===== src/rtl/rpg_pkg.sv =====
package rpg_pkg;
  localparam int unsigned WORD_W = 32;
  localparam logic [7:0] CODE_HIGH = 8'hA5;
  localparam logic [7:0] CODE_LOW  = 8'h5A;
  localparam logic [7:0] CODE_PP   = 8'hA8;
  localparam logic [7:0] CODE_OD   = 8'h8A;
  localparam int unsigned HIGH_BIT = 31;
  localparam int unsigned PP_BIT   = 30;

  typedef struct packed {
    logic act_high;
    logic push_pull;
  } mode_t;

  function automatic logic is_code(input logic [7:0] b);
    return (b == CODE_HIGH) || (b == CODE_LOW) || (b == CODE_PP) || (b == CODE_OD);
  endfunction
endpackage


===== src/rtl/rpg_rst_sync.sv =====
module rpg_rst_sync #(
  parameter int unsigned STAGES = 2
) (
  input  logic clk,
  input  logic rst_n,
  output logic rst_sync_n
);
  logic [STAGES-1:0] sync_q;
  logic [STAGES-1:0] sync_d;

  generate
    if (STAGES == 1) begin : g_one
      always_comb sync_d = 1'b1;
    end else begin : g_many
      always_comb sync_d = {sync_q[STAGES-2:0], 1'b1};
    end
  endgenerate

  always_ff @(posedge clk or negedge rst_n) begin
    if (!rst_n) sync_q <= '0;
    else        sync_q <= sync_d;
  end

  assign rst_sync_n = sync_q[STAGES-1];
endmodule


===== src/rtl/rpg_cfg_reg.sv =====
module rpg_cfg_reg
  import rpg_pkg::*;
#(
  parameter int unsigned WB = 20,
  parameter logic [WB-1:0] WIDTH_RST = 'hFF
) (
  input  logic              clk,
  input  logic              rst_ni,
  input  logic              wr_en,
  input  logic [WORD_W-1:0] wr_data,
  output logic [WB-1:0]     width_q,
  output mode_t             mode_q,
  output logic [WORD_W-1:0] rd_data
);
  logic [WB-1:0] width_d;
  mode_t         mode_d;
  logic [7:0]    top_b;

  assign top_b = wr_data[WORD_W-1 -: 8];

  always_comb begin
    width_d = width_q;
    mode_d  = mode_q;
    if (wr_en) begin
      width_d = wr_data[WB-1:0];
      case (top_b)
        CODE_HIGH: mode_d.act_high  = 1'b1;
        CODE_LOW:  mode_d.act_high  = 1'b0;
        CODE_PP:   mode_d.push_pull = 1'b1;
        CODE_OD:   mode_d.push_pull = 1'b0;
        default:   mode_d = mode_q;
      endcase
    end
  end

  always_ff @(posedge clk or negedge rst_ni) begin
    if (!rst_ni) begin
      width_q <= WIDTH_RST;
      mode_q  <= '{act_high: 1'b0, push_pull: 1'b0};
    end else if (wr_en) begin
      width_q <= width_d;
      mode_q  <= mode_d;
    end
  end

  always_comb begin
    rd_data           = '0;
    rd_data[WB-1:0]   = width_q;
    rd_data[HIGH_BIT] = mode_q.act_high;
    rd_data[PP_BIT]   = mode_q.push_pull;
  end

  // a write without a code byte keeps the mode
  p_keep_mode_r6: assert property (@(posedge clk) disable iff (!rst_ni)
    (wr_en && !is_code(top_b)) |=> $stable(mode_q));
  // width only moves on a write
  p_idle_hold_r3: assert property (@(posedge clk) disable iff (!rst_ni)
    !wr_en |=> ($stable(width_q) && $stable(mode_q)));
endmodule


===== src/rtl/rpg_pulse_timer.sv =====
module rpg_pulse_timer #(
  parameter int unsigned WB = 20
) (
  input  logic          clk,
  input  logic          rst_ni,
  input  logic          trig_i,
  input  logic          tick_i,
  input  logic [WB-1:0] width_i,
  output logic          active_o
);
  logic          active_q, active_d;
  logic [WB-1:0] cnt_q, cnt_d;
  logic          last_tick;

  assign last_tick = tick_i && (cnt_q == '0);

  always_comb begin
    active_d = active_q;
    cnt_d    = cnt_q;
    if (active_q) begin
      if (last_tick) active_d = 1'b0;
      else if (tick_i) cnt_d = cnt_q - 1'b1;
    end else if (trig_i) begin
      active_d = 1'b1;
      cnt_d    = width_i;
    end
  end

  always_ff @(posedge clk or negedge rst_ni) begin
    if (!rst_ni) begin
      active_q <= 1'b0;
      cnt_q    <= '0;
    end else begin
      active_q <= active_d;
      cnt_q    <= cnt_d;
    end
  end

  assign active_o = active_q;

  // a pulse only begins after a trigger
  p_start_on_trig_r2: assert property (@(posedge clk) disable iff (!rst_ni)
    $rose(active_q) |-> $past(trig_i));
  // a pulse only ends on a tick with the count exhausted
  p_end_on_tick_r2: assert property (@(posedge clk) disable iff (!rst_ni)
    $fell(active_q) |-> ($past(tick_i) && ($past(cnt_q) == '0)));
  // without a tick a running pulse keeps its count, whatever trig does
  p_busy_hold_r9: assert property (@(posedge clk) disable iff (!rst_ni)
    (active_q && !tick_i) |=> (active_q && $stable(cnt_q)));
  // the count is captured from the width at start
  p_capture_r10: assert property (@(posedge clk) disable iff (!rst_ni)
    $rose(active_q) |-> (cnt_q == $past(width_i)));
endmodule


===== src/rtl/rpg_pad_drive.sv =====
module rpg_pad_drive
  import rpg_pkg::*;
(
  input  logic  asserted_i,
  input  mode_t mode_i,
  output logic  pad_o,
  output logic  pad_oe
);
  always_comb begin
    if (mode_i.push_pull) begin
      pad_oe = 1'b1;
      pad_o  = asserted_i ? mode_i.act_high : !mode_i.act_high;
    end else begin
      pad_oe = asserted_i;
      pad_o  = mode_i.act_high;
    end
  end
endmodule


===== src/rtl/rst_pulse_gen.sv =====
module rst_pulse_gen
  import rpg_pkg::*;
#(
  parameter int unsigned WB = 20,
  parameter logic [WB-1:0] WIDTH_RST = 'hFF,
  parameter int unsigned SYNC_STAGES = 2
) (
  input  logic              clk,
  input  logic              rst_n,
  input  logic              cfg_we,
  input  logic [WORD_W-1:0] cfg_wdata,
  output logic [WORD_W-1:0] cfg_rdata,
  input  logic              tick_1us,
  input  logic              trig,
  output logic              pad_o,
  output logic              pad_oe
);
  logic          rst_i_n;
  logic [WB-1:0] width_q;
  mode_t         mode_q;
  logic          active;

  rpg_rst_sync #(.STAGES(SYNC_STAGES)) u_sync (
    .clk(clk), .rst_n(rst_n), .rst_sync_n(rst_i_n));

  rpg_cfg_reg #(.WB(WB), .WIDTH_RST(WIDTH_RST)) u_cfg (
    .clk(clk), .rst_ni(rst_i_n), .wr_en(cfg_we), .wr_data(cfg_wdata),
    .width_q(width_q), .mode_q(mode_q), .rd_data(cfg_rdata));

  rpg_pulse_timer #(.WB(WB)) u_tmr (
    .clk(clk), .rst_ni(rst_i_n), .trig_i(trig), .tick_i(tick_1us),
    .width_i(width_q), .active_o(active));

  rpg_pad_drive u_pad (
    .asserted_i(active), .mode_i(mode_q), .pad_o(pad_o), .pad_oe(pad_oe));

  // in open-drain mode the enable follows the pulse from one cycle to the next
  p_od_enable_r8: assert property (@(posedge clk) disable iff (!rst_i_n)
    (!mode_q.push_pull && !active && !trig) |=> (!pad_oe || mode_q.push_pull));
endmodule


===== config.mk =====
export PLATFORM = sky130hd
export DESIGN_NAME = rst_pulse_gen
export DESIGN_NICKNAME = d
export VERILOG_FILES = /design/src/rtl/rpg_pkg.sv /design/src/rtl/rpg_rst_sync.sv /design/src/rtl/rpg_cfg_reg.sv /design/src/rtl/rpg_pulse_timer.sv /design/src/rtl/rpg_pad_drive.sv /design/src/rtl/rst_pulse_gen.sv
export SDC_FILE = /design/constraint.sdc
export NUM_CORES = 1
export LEC_CHECK = 0
export ABC_AREA = 0
export BUFFER_PORTS_ARGS = -buffer_cell sky130_fd_sc_hd__buf_2
export CAP_MARGIN = 20
export CORE_MARGIN = 8
export CORE_UTILIZATION = 50
export CTS_BUF_LIST = sky130_fd_sc_hd__clkbuf_8
export DETAILED_ROUTE_END_ITERATION = 8
export GPL_TIMING_DRIVEN = 0
export PLACE_DENSITY = 0.76
export SKIP_CTS_REPAIR_TIMING = 1
export SLEW_MARGIN = 20
export SYNTH_ARGS = -nofsm -noshare
export SYNTH_HDL_FRONTEND = slang
export SYNTH_HIERARCHICAL = 1
export SYNTH_SLANG_ARGS = --single-unit
export TNS_END_PERCENT = 100

===== constraint.sdc =====
create_clock -name clk -period 1.6 [get_ports clk]
set_input_delay 0.32 -clock clk [delete_from_list [all_inputs] [get_ports clk]]
set_output_delay 0.32 -clock clk [all_outputs]
set_load 0.05 [all_outputs]

# After elaboration in Yosys (flattened, before gate mapping)

Cells that the tools add are included.

Bits in registers: 45
Bits of input ports: 37
Output and inout bits: 34
Logic and storage cells: 34

Add/subtract/negate cells: 1
Equality and inequality tests: 6
Multiplexer cells: 12
Reduce and logical (&&, ||, !) cells: 9

Operators with widths:

| operator                                                              | number |
|---|---|
| 20-bit 2-to-1 mux                                                     | 4 |
| 8-bit equality test, second input constant                            | 3 |
| 20-bit logical NOT                                                    | 1 |
| 20-bit by 1-bit subtractor with 20-bit output, second input constant  | 1 |
| 8-bit by 7-bit equality test with 1-bit output, second input constant | 1 |
| 1-bit 2-to-1 mux                                                      | 6 |
| 2-bit nonzero test                                                    | 3 |
| 2-bit inequality test, second input constant                          | 2 |
| 1-bit one-hot mux with 2 select lines                                 | 2 |
| 2-bit AND reduction                                                   | 2 |
| 3-bit AND reduction                                                   | 1 |
| 1-bit logical AND                                                     | 1 |
| 1-bit logical NOT                                                     | 1 |

# Logic depth before layout (Yosys ltp)

Depth in word-level cells: 4
Depth in mapped cells: 8

# By module

Netlist, hierarchy kept.

By module, submodules not included:

| module          | instances | cells an instance | area an instance (um2) | sequential area each (um2) |
|---|---|---|---|---|
| rpg_pulse_timer | 1         | 169               | 1421.4                 | 525.5 |
| rpg_cfg_reg     | 1         | 87                | 1131.1                 | 560.5 |
| rpg_rst_sync    | 1         | 3                 | 53.8                   | 50.0 |
| rpg_pad_drive   | 1         | 3                 | 36.3                   | 0.0 |

# Worst setup path after synthesis

Ideal clock, no wire load.

Path kind: reg-to-reg
Start: reg u_tmr.cnt_q[0]
End: reg u_tmr.cnt_q[16]
Setup time: 0.142 ns
Arrival: 1.772 ns
Data required time: 1.458 ns
Slack: -0.313 ns
Cell stages (with the launch flop): 8
Buffers on the path: 0
Cells stage by stage: dfrtp_1 -> inv_1 -> ha_1 -> or3b_2 -> nor2_1 -> nand2_1 -> o311ai_0 -> o211ai_1

Word-level cells in the longest chain between the ends: 4

Ends and longest elaborated chain:

| element                                                                                    | RTL line                                     | text |
|---|---|---|
| from (decl)                                                                                | rpg_pulse_timer.sv:12                        | `logic [WB-1:0] cnt_q, cnt_d;` |
| from (signal assigned)                                                                     | rpg_pulse_timer.sv:35                        | `cnt_q <= cnt_d;` |
| 20-bit by 1-bit subtractor with 20-bit output / 20-bit logical NOT (equally long branches) | rpg_pulse_timer.sv:22, rpg_pulse_timer.sv:15 |  |
| 20-bit 2-to-1 mux / 1-bit logical AND (equally long branches)                              | rpg_pulse_timer.sv:22, rpg_pulse_timer.sv:15 |  |
| 20-bit 2-to-1 mux / 2-bit inequality test (equally long branches)                          | n/a                                          |  |
| 20-bit 2-to-1 mux / 3-bit AND reduction (equally long branches)                            | n/a                                          |  |

Parallel ways exist; a longest one is shown, timed or not. The select of a mux whose other input is x is not followed.
A chain may end at the register's enable or synchronous reset.

# Worst setup path after layout

Start: reg u_tmr.cnt_q[6]
End: reg u_tmr.cnt_q[19]

The elaborated chain is that of the path after synthesis.

==> results.json <==
{
  "gr-usage-all-layers_pct": 15.91,
  "synthToLayoutAreaGrowth_pct": 25.05,
  "worst_setup_path_start_kind": "register",
  "slew_headroom_pct": 61.23,
  "initial_core_util_pct": 51.74,
  "finalSetupViolations": 21,
  "postRouteAntennaNets": 0,
  "die_h_um": 88.70,
  "setup.worst_path.end_class": "register",
  "wirelength_um": 6409,
  "port_buffers": 56,
  "mostFrequentLayoutCell": "buf_2",
  "ys_warn_count": 6,
  "outcome": "finished, violations left",
  "grt_overflow": 0,
  "power_w": 0.003468,
  "fmax_mhz": 462.7,
  "cts_max_level": 2,
  "crit_path_max_fanout": 5,
  "grt_max_degree": 25,
  "hold_violations": 0,
  "drc": 0,
  "violations": "negative setup slack",
  "fin_tns_setup_ns": -10.31,
  "finalCritPeriodShare_pct": 135.1,
  "grt_pass1_wl_um": 9963,
  "drt_pre_antenna_iters": 5,
  "synthMuxAreaShare_pct": 9.659,
  "finish.utilization_pct": 64.70,
  "vias": 2255,
  "cts_buffer_depth": 2,
  "arrival_ns": 2.34,
  "crit_type": "register to register",
  "viasPerCell": 5.434,
  "holdWs_ns": 0.2458,
  "gp_congestion": 0.8556,
  "synthCells": 262,
  "cts_sinks": 45,
  "synthAdderAreaFrac_pct": 0.9470,
  "final_cell_mix": "60 x buf_2, 39 x buf_4, 35 x dfrtp_1",
  "vdd_drop_max_mv": 0.7401,
  "p_leak_nw": 1.493,
  "cts_buffers": 5,
  "antenna_found_initial": 0,
  "finalMaxSlewViolations": 0,
  "synth_xor_area_share_pct": 0.6155,
  "num_antenna_cells": 0,
  "synthFlopType": "dfrtp_1",
  "fp.dieW_um": 88.70,
  "dp_hpwl_um": 4563,
  "hp-class": "input port to register",
  "pin_count": 71,
  "clkTransAtPathRegs_ns": 0.08,
  "synth-seq-cells": 45,
  "nNetsFinal": 383,
  "worst_slack_ns": -0.5612,
  "worst_pin_slew_ns": 0.5815,
  "rsz0062_at_grt": "yes",
  "yosysUniqueCellTypes": 54,
  "dieArea_um2": 7868,
  "syn_area_per_cell_um2": 10.09,
  "power.density_nw_per_um2": 1050,
  "fp-row-count": 26,
  "wire_per_inst_um": 15.44,
  "grt_pass1_vias": 2176,
  "critPathRequiredTime_ns": 1.78,
  "synth_edf_count": 0,
  "drt_iter0_markers": 191,
  "max_cap_violations": 0,
  "worstSkewPairLatency_ns": 0.30,
  "post-place-ws_ns": -0.4881,
  "seq_area_frac_synth_pct": 42.99,
  "async_flop_share_pct": 100.0,
  "clockRootBuffer": "clkbuf_8",
  "layout_min_cycle_time_ns": 2.161,
  "syn_area_um2": 2643,
  "drive_above_1_share_pct": 50.14,
  "core-area_um2": 5107,
  "synth-compound-area-share_pct": 16.52,
  "cts_tree": "done",
  "synthSimpleGateAreaFrac_pct": 16.52,
  "finClkSkew_ns": 0.008775,
  "synth_top_family_by_area": "compound AO/OA/AOI/OAI gates"
}
==> critical path: stages (launching register included) <==
cell	delay, ns
dfrtp_1	0.43
or4_4	0.55
buf_6	0.15
nor4_4	0.29
a31oi_2	0.17
buf_6	0.18
a31oi_4	0.17
o211ai_1	0.10
==> final cells by class <==
class | count | area, um^2
multi-input cells | 175 | 1272
clock inverters | 3 | 11.26
plain buffers | 46 | 334.1
flip-flops and latches | 45 | 1139
repair buffers | 66 | 372.9
fillers | 420 | 1803
inverters | 5 | 18.77
clock buffers | 5 | 68.82
well taps | 70 | 87.58
==> power breakdown <==
part	total, W	internal (W)	switching (W)
registers	0.00165	0.00136	0.000290
clock network	0.000659	0.000291	0.000367
logic	0.00116	0.000500	0.000659
==> sequential cells by signal, summed over array words and instances (netlist names) <==
register	flops
u_cfg/mode_q	2
u_cfg/width_q	20
u_sync/sync_q	2
u_tmr/active_o	1
u_tmr/cnt_q	20
==> synth_stat cells, drive strengths merged, types with 4 or more instances <==
library cell | number | area, um^2
dfstp | 8 | 210.2
a21oi | 24 | 153.9
nand4 | 5 | 31.28
nor2 | 13 | 48.80
inv | 4 | 15.01
mux2 | 20 | 225.2
buf | 40 | 287.8
o21ai | 15 | 75.07
a31oi | 4 | 25.02
clkbuf | 6 | 22.52
nand2 | 17 | 63.81
dfrtp | 37 | 925.9
nand3 | 8 | 40.04
nand2b | 5 | 38.78
nor4 | 7 | 71.31
or3 | 4 | 25.02
==> stage by stage <==
stage	cells	area, um^2
floorplan	271	2686
global placement	397	3054
detailed placement	398	3083
CTS	406	3163
global route	415	3304
finish	415	3304
==> cells by family after synthesis <==
kind of cell               after synthesis
and+or+nand+nor                         74
AOI/OAI and AO/OA                       64
buffers and inverters                   51
DFF                                     45
muxes                                   23
adders and majority gates                2
other                                    2
xor gates and xnor gates                 1
==> metal layers <==
metal | routed length [um] | share of wire, % | GRT usage, % | up-vias
li1 | - | - | - | 1069
met1 | 2439 | 38 | 19.41 | 1072
met2 | 3291 | 51 | 26.82 | 107
met3 | 618 | 9.6 | 4.085 | 7
met4 | 59 | 0.92 | 4.455 | 0
met5 | 0 | 0 | 0 | -
==> worst paths after layout <==
check	slack, ns	start	to	depth (start not counted)
max	-0.56	u_tmr/cnt_q[6]	u_tmr/cnt_q[19]	7
min	0.25	cfg_wdata[11]	u_cfg/width_q[11]	2
max reg2reg	-0.56	u_tmr/cnt_q[6]	u_tmr/cnt_q[19]	7
min reg2reg	0.27	u_sync/sync_q[1]	u_cfg/width_q[19]	0
max in group asynchronous	0.84	u_sync/sync_q[1]	u_tmr/cnt_q[8]	1
min in group asynchronous	0.27	u_sync/sync_q[1]	u_cfg/width_q[19]	0
Note: power is estimated with default switching activity, not from simulation.
